### src/rtl/amw_pkg.sv
// Package: shared types for the asynchronous memory write strobe controller.
// Assumes: the sequencer and the bus driver decode the same state encoding.
package amw_pkg;

    // Access phases of one bus cycle
    typedef enum logic [2:0] {
        ST_IDLE   = 3'd0,   // bus quiet, ready for a command
        ST_TURN   = 3'd1,   // write-to-read turnaround spacer
        ST_SETUP  = 3'd2,   // select and address out, strobe high
        ST_STROBE = 3'd3,   // strobe low, wait countdown running
        ST_HOLD   = 3'd4    // strobe high, address/data held
    } amw_state_e;

endpackage

### src/rtl/amw_cmd_reg.sv
// Module: amw_cmd_reg
// Captures the command and its timing counts on the accept handshake.
// Stores the wait count minus one, with a zero wait count treated as one.
// Assumes: accept is a single-cycle pulse that comes only while idle.
module amw_cmd_reg #(
    parameter int ADDR_W = 16,
    parameter int DATA_W = 16,
    parameter int BANK_W = 2,
    parameter int CNT_W  = 5
) (
    input  logic              clk,
    input  logic              rst_n,
    input  logic              accept,
    input  logic              in_is_read,
    input  logic [BANK_W-1:0] in_bank,
    input  logic [ADDR_W-1:0] in_addr,
    input  logic [DATA_W-1:0] in_data,
    input  logic [CNT_W-1:0]  in_wait,
    input  logic [CNT_W-1:0]  in_hold,
    output logic              lat_is_read,
    output logic [BANK_W-1:0] lat_bank,
    output logic [ADDR_W-1:0] lat_addr,
    output logic [DATA_W-1:0] lat_data,
    output logic [CNT_W-1:0]  lat_wait_m1,
    output logic [CNT_W-1:0]  lat_hold
);

    localparam logic [CNT_W-1:0] ONE = {{(CNT_W-1){1'b0}}, 1'b1};

    logic [CNT_W-1:0] wait_m1_d;

    // Effective wait minus one (wait of 0 acts as 1)
    always_comb begin
        wait_m1_d = (in_wait == '0) ? '0 : (in_wait - ONE);
    end

    // Command and count capture on acceptance
    always_ff @(posedge clk) begin
        if (!rst_n) begin
            lat_is_read <= 1'b0;
            lat_bank    <= '0;
            lat_addr    <= '0;
            lat_data    <= '0;
            lat_wait_m1 <= '0;
            lat_hold    <= '0;
        end else if (accept) begin
            lat_is_read <= in_is_read;
            lat_bank    <= in_bank;
            lat_addr    <= in_addr;
            lat_data    <= in_data;
            lat_wait_m1 <= wait_m1_d;
            lat_hold    <= in_hold;
        end
    end

endmodule

### src/rtl/amw_cycle_timer.sv
// Module: amw_cycle_timer
// Loadable down-counter that times the strobe and hold phases.
// Assumes: load has priority over dec, and the counter is never decremented at zero.
module amw_cycle_timer #(
    parameter int CNT_W = 5
) (
    input  logic             clk,
    input  logic             rst_n,
    input  logic             load,
    input  logic [CNT_W-1:0] load_val,
    input  logic             dec,
    output logic             at_zero
);

    localparam logic [CNT_W-1:0] ONE = {{(CNT_W-1){1'b0}}, 1'b1};

    logic [CNT_W-1:0] cnt;

    // Counter update: load, count down, or hold
    always_ff @(posedge clk) begin
        if (!rst_n) begin
            cnt <= '0;
        end else if (load) begin
            cnt <= load_val;
        end else if (dec) begin
            cnt <= cnt - ONE;
        end
    end

    // Terminal count flag
    always_comb begin
        at_zero = (cnt == '0);
    end

endmodule

### src/rtl/amw_seq_fsm.sv
// Module: amw_seq_fsm
// Sequences one access through setup, strobe and hold, and spaces accesses.
// A read taken in the first idle cycle after a write gets one turnaround cycle.
// The acknowledge only gates the countdown when ack_en is set.
// Assumes: timer at_zero reflects the value loaded in the previous cycle.
module amw_seq_fsm #(
    parameter int CNT_W = 5
) (
    input  logic                   clk,
    input  logic                   rst_n,
    input  logic                   cmd_valid,
    input  logic                   cmd_is_read,
    input  logic                   lat_is_read,
    input  logic [CNT_W-1:0]       lat_wait_m1,
    input  logic [CNT_W-1:0]       lat_hold,
    input  logic                   ack_en,
    input  logic                   ack,
    input  logic                   t_zero,
    output amw_pkg::amw_state_e    state,
    output logic                   ready,
    output logic                   accept,
    output logic                   t_load,
    output logic [CNT_W-1:0]       t_load_val,
    output logic                   t_dec
);
    import amw_pkg::*;

    localparam logic [CNT_W-1:0] ONE = {{(CNT_W-1){1'b0}}, 1'b1};

    amw_state_e state_d;
    logic       wr_turn;
    logic       wr_turn_d;
    logic       ack_ok;

    // Handshake: ready only while idle
    always_comb begin
        ready  = (state == ST_IDLE);
        accept = ready && cmd_valid;
        ack_ok = !ack_en || ack;
    end

    // Next-state and timer control
    always_comb begin
        state_d    = state;
        t_load     = 1'b0;
        t_load_val = '0;
        t_dec      = 1'b0;
        unique case (state)
            ST_IDLE: begin
                if (accept) begin
                    state_d = (cmd_is_read && wr_turn) ? ST_TURN : ST_SETUP;
                end
            end
            ST_TURN: begin
                state_d = ST_SETUP;
            end
            ST_SETUP: begin
                state_d    = ST_STROBE;
                t_load     = 1'b1;
                t_load_val = lat_wait_m1;
            end
            ST_STROBE: begin
                if (ack_ok) begin
                    if (t_zero) begin
                        if (lat_hold == '0) begin
                            state_d = ST_IDLE;
                        end else begin
                            state_d    = ST_HOLD;
                            t_load     = 1'b1;
                            t_load_val = lat_hold - ONE;
                        end
                    end else begin
                        t_dec = 1'b1;
                    end
                end
            end
            ST_HOLD: begin
                if (t_zero) begin
                    state_d = ST_IDLE;
                end else begin
                    t_dec = 1'b1;
                end
            end
            default: state_d = ST_IDLE;
        endcase
    end

    // Marks the first idle cycle that follows a write
    always_comb begin
        wr_turn_d = (state != ST_IDLE) && (state_d == ST_IDLE) && !lat_is_read;
    end

    // State and turnaround flag registers
    always_ff @(posedge clk) begin
        if (!rst_n) begin
            state   <= ST_IDLE;
            wr_turn <= 1'b0;
        end else begin
            state   <= state_d;
            wr_turn <= wr_turn_d;
        end
    end

endmodule

### src/rtl/amw_bus_drive.sv
// Module: amw_bus_drive
// Decodes the access phase into bank selects, strobes and data enable.
// Address and data come straight from the captured command.
// Assumes: the bank index is below NBANK and the phase encoding comes from amw_pkg.
module amw_bus_drive #(
    parameter int ADDR_W = 16,
    parameter int DATA_W = 16,
    parameter int NBANK  = 4,
    parameter int BANK_W = 2
) (
    input  amw_pkg::amw_state_e state,
    input  logic                lat_is_read,
    input  logic [BANK_W-1:0]   lat_bank,
    input  logic [ADDR_W-1:0]   lat_addr,
    input  logic [DATA_W-1:0]   lat_data,
    output logic [NBANK-1:0]    sel_n,
    output logic [ADDR_W-1:0]   addr,
    output logic [DATA_W-1:0]   wdata,
    output logic                wdata_oe,
    output logic                wr_n,
    output logic                rd_n
);
    import amw_pkg::*;

    logic bus_active;

    // Phase decode for strobes and data enable
    always_comb begin
        bus_active = (state == ST_SETUP) || (state == ST_STROBE) || (state == ST_HOLD);
        wdata_oe   = bus_active && !lat_is_read;
        wr_n       = !((state == ST_STROBE) && !lat_is_read);
        rd_n       = !((state == ST_STROBE) && lat_is_read);
        addr       = lat_addr;
        wdata      = lat_data;
    end

    // One active-low select per bank
    for (genvar b = 0; b < NBANK; b++) begin : g_sel
        assign sel_n[b] = !(bus_active && (lat_bank == BANK_W'(b)));
    end

endmodule

### src/rtl/amw_write_ctrl.sv
// Module: amw_write_ctrl (top)
// Asynchronous memory strobe controller: accepts one command at a time.
// Runs the select/strobe/hold sequence on the external bus with captured
// wait and hold counts and an optional acknowledge stretch.
// Assumes: cmd_bank < NBANK and the external acknowledge is synchronous to clk.
module amw_write_ctrl #(
    parameter int ADDR_W = 16,
    parameter int DATA_W = 16,
    parameter int NBANK  = 4,
    parameter int CNT_W  = 5,
    localparam int BANK_W = (NBANK > 1) ? $clog2(NBANK) : 1
) (
    input  logic              clk,
    input  logic              rst_n,
    input  logic              cmd_valid,
    output logic              cmd_ready,
    input  logic              cmd_is_read,
    input  logic [BANK_W-1:0] cmd_bank,
    input  logic [ADDR_W-1:0] cmd_addr,
    input  logic [DATA_W-1:0] cmd_data,
    input  logic [CNT_W-1:0]  cfg_wait,
    input  logic [CNT_W-1:0]  cfg_hold,
    input  logic              cfg_ack_en,
    input  logic              mem_ack,
    output logic [NBANK-1:0]  mem_sel_n,
    output logic [ADDR_W-1:0] mem_addr,
    output logic [DATA_W-1:0] mem_wdata,
    output logic              mem_wdata_oe,
    output logic              mem_wr_n,
    output logic              mem_rd_n
);
    import amw_pkg::*;

    amw_state_e        state;
    logic              accept;
    logic              lat_is_read;
    logic [BANK_W-1:0] lat_bank;
    logic [ADDR_W-1:0] lat_addr;
    logic [DATA_W-1:0] lat_data;
    logic [CNT_W-1:0]  lat_wait_m1;
    logic [CNT_W-1:0]  lat_hold;
    logic              t_load;
    logic [CNT_W-1:0]  t_load_val;
    logic              t_dec;
    logic              t_zero;

    amw_cmd_reg #(
        .ADDR_W(ADDR_W), .DATA_W(DATA_W), .BANK_W(BANK_W), .CNT_W(CNT_W)
    ) u_cmd (
        .clk(clk), .rst_n(rst_n), .accept(accept),
        .in_is_read(cmd_is_read), .in_bank(cmd_bank), .in_addr(cmd_addr),
        .in_data(cmd_data), .in_wait(cfg_wait), .in_hold(cfg_hold),
        .lat_is_read(lat_is_read), .lat_bank(lat_bank), .lat_addr(lat_addr),
        .lat_data(lat_data), .lat_wait_m1(lat_wait_m1), .lat_hold(lat_hold)
    );

    amw_cycle_timer #(.CNT_W(CNT_W)) u_timer (
        .clk(clk), .rst_n(rst_n), .load(t_load), .load_val(t_load_val),
        .dec(t_dec), .at_zero(t_zero)
    );

    amw_seq_fsm #(.CNT_W(CNT_W)) u_fsm (
        .clk(clk), .rst_n(rst_n), .cmd_valid(cmd_valid), .cmd_is_read(cmd_is_read),
        .lat_is_read(lat_is_read), .lat_wait_m1(lat_wait_m1), .lat_hold(lat_hold),
        .ack_en(cfg_ack_en), .ack(mem_ack), .t_zero(t_zero), .state(state),
        .ready(cmd_ready), .accept(accept), .t_load(t_load),
        .t_load_val(t_load_val), .t_dec(t_dec)
    );

    amw_bus_drive #(
        .ADDR_W(ADDR_W), .DATA_W(DATA_W), .NBANK(NBANK), .BANK_W(BANK_W)
    ) u_drive (
        .state(state), .lat_is_read(lat_is_read), .lat_bank(lat_bank),
        .lat_addr(lat_addr), .lat_data(lat_data), .sel_n(mem_sel_n),
        .addr(mem_addr), .wdata(mem_wdata), .wdata_oe(mem_wdata_oe),
        .wr_n(mem_wr_n), .rd_n(mem_rd_n)
    );

endmodule

### config.mk
export PLATFORM = sky130hd
export DESIGN_NAME = amw_write_ctrl
export DESIGN_NICKNAME = d
export VERILOG_FILES = /design/src/rtl/amw_pkg.sv /design/src/rtl/amw_cmd_reg.sv /design/src/rtl/amw_cycle_timer.sv /design/src/rtl/amw_seq_fsm.sv /design/src/rtl/amw_bus_drive.sv /design/src/rtl/amw_write_ctrl.sv
export SDC_FILE = /design/constraint.sdc
export NUM_CORES = 1
export LEC_CHECK = 0
export BUFFER_PORTS_ARGS = -buffer_cell sky130_fd_sc_hd__clkbuf_2
export CORE_ASPECT_RATIO = 0.75
export CORE_MARGIN = 4
export CORE_UTILIZATION = 49
export CTS_CLUSTER_DIAMETER = 80
export DETAILED_ROUTE_END_ITERATION = 10
export HOLD_SLACK_MARGIN = 0.12
export MAX_ROUTING_LAYER = met4
export PLACE_DENSITY = 0.79
export SLEW_MARGIN = 20
export SYNTH_ARGS = -nofsm -noshare
export SYNTH_HDL_FRONTEND = slang
export SYNTH_SLANG_ARGS = --single-unit
### constraint.sdc
create_clock -name clk -period 2.75 [get_ports clk]
set_clock_uncertainty 0.15 [all_clocks]
set_input_delay 0.1375 -clock clk [delete_from_list [all_inputs] [get_ports clk]]
set_output_delay 0.1375 -clock clk [all_outputs]
set_load 0.05 [all_outputs]
# Word-level counts from Yosys, hierarchy flattened
# Index checks and enable logic that the tools add are counted.
word_totals:
  elab_cells: 70
  out_inout_bits: 40
  regBits: 54
  in_bits: 50
classes:
  muxes: 21
  n_addsub: 3
  n_eq_ne: 7
  reduce_logical: 30
ops:
  columns: ["op", "count"]
  rows:
  - ["$mux 5", 6]
  - ["$logic_not 5->1", 3]
  - ["$mux 3", 5]
  - ["$pmux 3 s5", 1]
  - ["$sub 5x1->5 const B", 3]
  - ["$logic_and 1x1->1", 11]
  - ["$pmux 5 s2", 1]
  - ["$logic_not 1->1", 8]
  - ["$eq 3x2->1 const B", 2]
  - ["$logic_not 3->1", 2]
  - ["$mux 1", 5]
  - ["$eq 2x2->1 const B", 2]
  - ["$pmux 1 s2", 2]
  - ["$eq 3x1->1 const B", 1]
  - ["$eq 3x3->1 const B", 1]
  - ["$logic_or 1x1->1", 3]
  - ["$reduce_bool 3->1", 1]
  - ["$eq 2x1->1 const B", 1]
  - ["$logic_not 2->1", 1]
  - ["$mux 2", 1]
  - ["$reduce_bool 2->1", 1]

# Longest topological paths before layout
depth:
  depth_word: 8
  ltp_mapped: 7
  mapped_depth_nobuf: 7

# By module
# From an unflattened synthesis, not the netlist that was laid out.
unflattened:
  cells_unflattened: 282
  hier_area_um2: 2770.2
by_module_without_submodules:
  columns: ["module", "seq_area_each_um2", "cells_per_inst", "n_inst", "area_per_inst_um2"]
  rows:
  - ["amw_cmd_reg", 900.9, 159, 1, 1811.7]
  - ["amw_seq_fsm", 80.1, 49, 1, 366.6]
  - ["amw_bus_drive", 0.0, 44, 1, 330.3]
  - ["amw_cycle_timer", 100.1, 30, 1, 261.5]

# Worst setup path before layout
# Ideal clock, no wire load.
synth_path:
  path_kind: "register to register"
  from: "reg u_fsm.state[2]"
  to: "reg u_cmd.lat_addr[0]"
  required_time_ps: 2483
  synth_period_minus_slack_ps: 2665
  t_arrival_ps: 2398
  setup_slack_ps: 85
  setup_ps: 117
  stages_incl_launch_ff: 7
  path_buffers: 2
  cell_sequence: "dfxtp_1 -> buf_2 -> nor3_1 -> nand2_1 -> clkbuf_1 -> nand2_1 -> a21boi_1"
synth_between:
  elab_chain_len: 2
synth_lines:
  columns: ["item", "line_no", "text"]
  rows:
  - ["from (decl)", "amw_seq_fsm.sv:19", "output amw_pkg::amw_state_e state,"]
  - ["from (signal assigned)", "amw_seq_fsm.sv:99", "state <= state_d;"]
  - ["$logic_not 3->1", "amw_seq_fsm.sv:37", "ready = (state == ST_IDLE);"]
  - ["named net cmd_ready", "amw_write_ctrl.sv:16", "output logic cmd_ready,"]
  - ["$logic_and 1x1->1", "amw_seq_fsm.sv:38", "accept = ready && cmd_valid;"]
  - ["to (signal assigned)", "amw_cmd_reg.sv:49", "lat_addr <= in_addr;"]
  - ["to (decl)", "amw_cmd_reg.sv:22", "output logic [ADDR_W-1:0] lat_addr,"]
# The timed path passes the listed nets, and every way through them passes these cells.
# A chain may end at the register's enable or synchronous reset.

# Final worst setup path
layout_path:
  from: "reg u_fsm.state[1]"
  to: "out mem_sel_n[0]"
layout_between:
  elab_chain_len: 5
  elab_cells_between_ends: 7
  cone_classes: "eq/ne (3); reduce/logical (4)"
layout_lines:
  columns: ["item", "line_no", "text"]
  rows:
  - ["$eq 3x2->1", "amw_bus_drive.sv:29", "bus_active = (state == ST_SETUP) || (state == ST_STROBE) || (state == ST_HOLD);"]
  - ["$logic_or 1x1->1", "amw_bus_drive.sv:29", null]
  - ["$logic_or 1x1->1 (*)", "amw_bus_drive.sv:29", null]
  - ["$logic_and 1x1->1 (*)", "amw_bus_drive.sv:39", "assign sel_n[b] = !(bus_active && (lat_bank == BANK_W'(b)));"]
  - ["$logic_not 1->1 (*)", "amw_bus_drive.sv:39", null]
  - ["to (decl)", "amw_write_ctrl.sv:25", "output logic [NBANK-1:0] mem_sel_n,"]
# Mark *: on every way between the ends. The rest lies on a longest branch, timed or not.

==> flow_metrics.tcl <==
set metrics [dict create \
    fillers 393 \
    crit_path_start_kind "register" \
    drive_above_1_share 0.240 \
    worst_path_largest_cell_delay_ps 470 \
    intPower_w 0.00138 \
    status "completed" \
    hold_viol 0 \
    wl_per_cell_um 13.3 \
    cp.required_ps 2460 \
    cp-startpoint "u_fsm.state[1]" \
    nets 486 \
    setup_violations 0 \
    cp_max_fo 8 \
    via_count 2494 \
    synth.cell_area_um2 2480 \
    ys_types 41 \
    crit_chain "nor2b_1, a21oi_1, or3_1, clkbuf_2" \
    via_per_inst 5.06 \
    synth_fp_nets 360 \
    firstDrtPassIters 4 \
    slew_viol_final 0 \
    finalNonFillerCells 493 \
    syn_area_per_cell_um2 8.10 \
    max-cap-violations 0 \
    grt_max_degree 56 \
    powerDensity_nw_per_um2 585 \
    clkLatencyLatePin_ps 310 \
    postSynth.asyncResetShare 0 \
    io_buffers 89 \
    grt-ovfl-total 0 \
    hpwlAfterDp_um 4140 \
    ys.flop_type "dfxtp_1" \
    fp-row-count 22 \
    p_clk_frac 0.272 \
    ios 90 \
    hp-class "in -> reg" \
    p_sw_w 0.000693 \
    post-route-drc-count 0 \
    area_growth_pct 43.1 \
    critPathKind "reg -> out" \
    grt.total_usage 0.219 \
    start_util 0.506 \
    pwr-share-comb 0.296 \
    cts_htree_levels 2 \
    regArea_um2 1080 \
    dieArea_um2 6270 \
    cts_root_buf "clkbuf_8" \
    clock_sinks 54 \
    slew_headroom 0.413 \
    seq_power_share 0.432 \
    min_from "cfg_wait[1]" \
    postSynthCellCount 306 \
    placed_area_um2 2960 \
    swShare 0.334 \
    period_share 0.849 \
    synth_seq_cells 54 \
    synth_edf_count 0 \
    mostFrequentLayoutCell "nand2_1" \
    n_antenna_cell 0 \
    antenna_found_initial 0 \
    antenna_left 0 \
    yosys.area.top_type "dfxtp_1" \
    grt_pass1_vias 2377 \
    stdcell_area_um2 3550 \
    synth_seq_area_share 0.436 \
    dpl.cell_count 439 \
    worstMarginPinSlew_ps 881 \
    p_leak_nw 1.55 \
    cp_slowest_cell "dfxtp_1" \
    cp.arrival_ps 2050 \
    core_um2 4900 \
    dr.first_iter.drc_count 131 \
    clockBufferDepth 2 \
    synth_top_area_frac 0.436 \
    rsz0062_at_grt "no" \
    worstSetupEndpointType "output pin" \
    synth_warnings 0 \
    grt_pass1_wl_um 11100 \
    irDropWorstVdd_mv 0.411 \
    tns_ps 0 \
    final_cell_mix "nand2_1 (98), clkbuf_2 (89), dfxtp_1 (54)" \
    cts-buffers-inserted 5 \
    cts.reportedPaths.clkPinSlew_ps 90 \
    tritoncts "done" \
    gp_congestion 0.867 \
    fmax_ghz 0.428 \
    multiInputGateArea_um2 1290 \
    die_w_um 90.1 \
    die_h_um 69.6 \
    synth.area.top_cells "dfxtp_1 (44%), nand2_1 (15%), a21boi_1 (12%), and2_1 (2.0%), ha_1 (2.0%)" \
    rr_startpoint "u_fsm.state[0]" \
    postLayoutCoreUtil 0.724 \
    min_period_ps 2330 \
    wl_um 6550 \
]
[final cells by class]
type / count / area share
inverters: 8 / 0.00847
clock inverters: 2 / 0.0109
clock buffers: 6 / 0.0233
multi-input cells: 226 / 0.365
well taps: 60 / 0.0212
flip-flops and latches: 54 / 0.305
repair buffers: 137 / 0.267
[final timing paths]
check | slack (ps) | to | cells after the start
worst min register to register | 310 | u_cmd.lat_addr[8] | 2
worst min-delay path | 180 | u_cmd.lat_wait_m1[1] | 5
worst max register to register | 450 | u_cmd.lat_wait_m1[4] | 5
worst max-delay path | 420 | mem_sel_n[0] | 4
[metal layers]
layer | GRT usage | vias to the layer above | wire, um | share of wire
li1 | - | 1280 | - | -
met1 | 0.279 | 1114 | 3000 | 0.46
met2 | 0.335 | 87 | 2980 | 0.45
met3 | 0.0575 | 13 | 434 | 0.066
met4 | 0.0815 | 0 | 136 | 0.021
met5 | - | - | 0 | 0
[logic make-up after synthesis]
| logic type | after synthesis | share of synthesized area |
|---|---|---|
| flops | 54 | 0.436 |
| buf+inv | 26 | 0.0419 |
| compound gates | 71 | 0.203 |
| xor+xnor | 3 | 0.0106 |
| fa+ha+maj | 4 | 0.0202 |
| simple gates | 148 | 0.288 |
[power groups by stage]
stage / clock network, W / logic, W / registers [W]
4_1_cts: 0.000576 / 0.000613 / 0.000897
3_5_place_dp: 0 / 0.000559 / 0.000914
6_report: 0.000564 / 0.000615 / 0.000898
3_3_place_gp: 0 / 0.000557 / 0.000913
5_1_grt: 0.000612 / 0.000671 / 0.000908
2_1_floorplan: 0 / 0.000312 / 0.00101
[timing repair]
action,in CTS,in global routing
hold buffers,46,0
gates resized for setup,0,0
endpoints found under the hold margin,46,0
setup buffers,0,0
[per-stage QoR]
| stage | power (W) | hold slack [ps] | worst slack, ps |
|---|---|---|---|
| 2_1_floorplan | 0.00133 | 122 | 85.2 |
| 3_3_place_gp | 0.00147 | 208 | 574 |
| 3_5_place_dp | 0.00147 | 213 | 543 |
| 4_1_cts | 0.00209 | 170 | 425 |
| 5_1_grt | 0.00219 | 205 | 272 |
| 6_report | 0.00208 | 178 | 416 |
[flip-flops by register name, summed over array words and instances, names as in the netlist]
| signal | flops |
|---|---|
| u_timer.cnt | 5 |
| u_cmd.lat_is_read | 1 |
| u_cmd.lat_bank | 2 |
| u_cmd.lat_data | 16 |
| u_fsm.state | 3 |
| u_cmd.lat_wait_m1 | 5 |
| u_fsm.wr_turn | 1 |
| u_cmd.lat_addr | 16 |
| u_cmd.lat_hold | 5 |
[critical path: cells and delay by family, from the launching register on]
kind	cells	cell delay [ps]
simple gates	2	830
flops	1	470
buf+inv	1	240
compound gates	1	200
[synth_stat cells, drive strengths merged, types with 3 or more instances]
cell	number
o21ai	13
nand2b	5
inv	8
nand2	98
dfxtp	54
xnor2	3
buf	5
nor3	5
nand3b	5
ha	4
nor2b	3
nor2	6
and2	8
clkbuf	13
o22ai	3
a21boi	42
a21oi	4
Power figures use the tool's default switching activity.
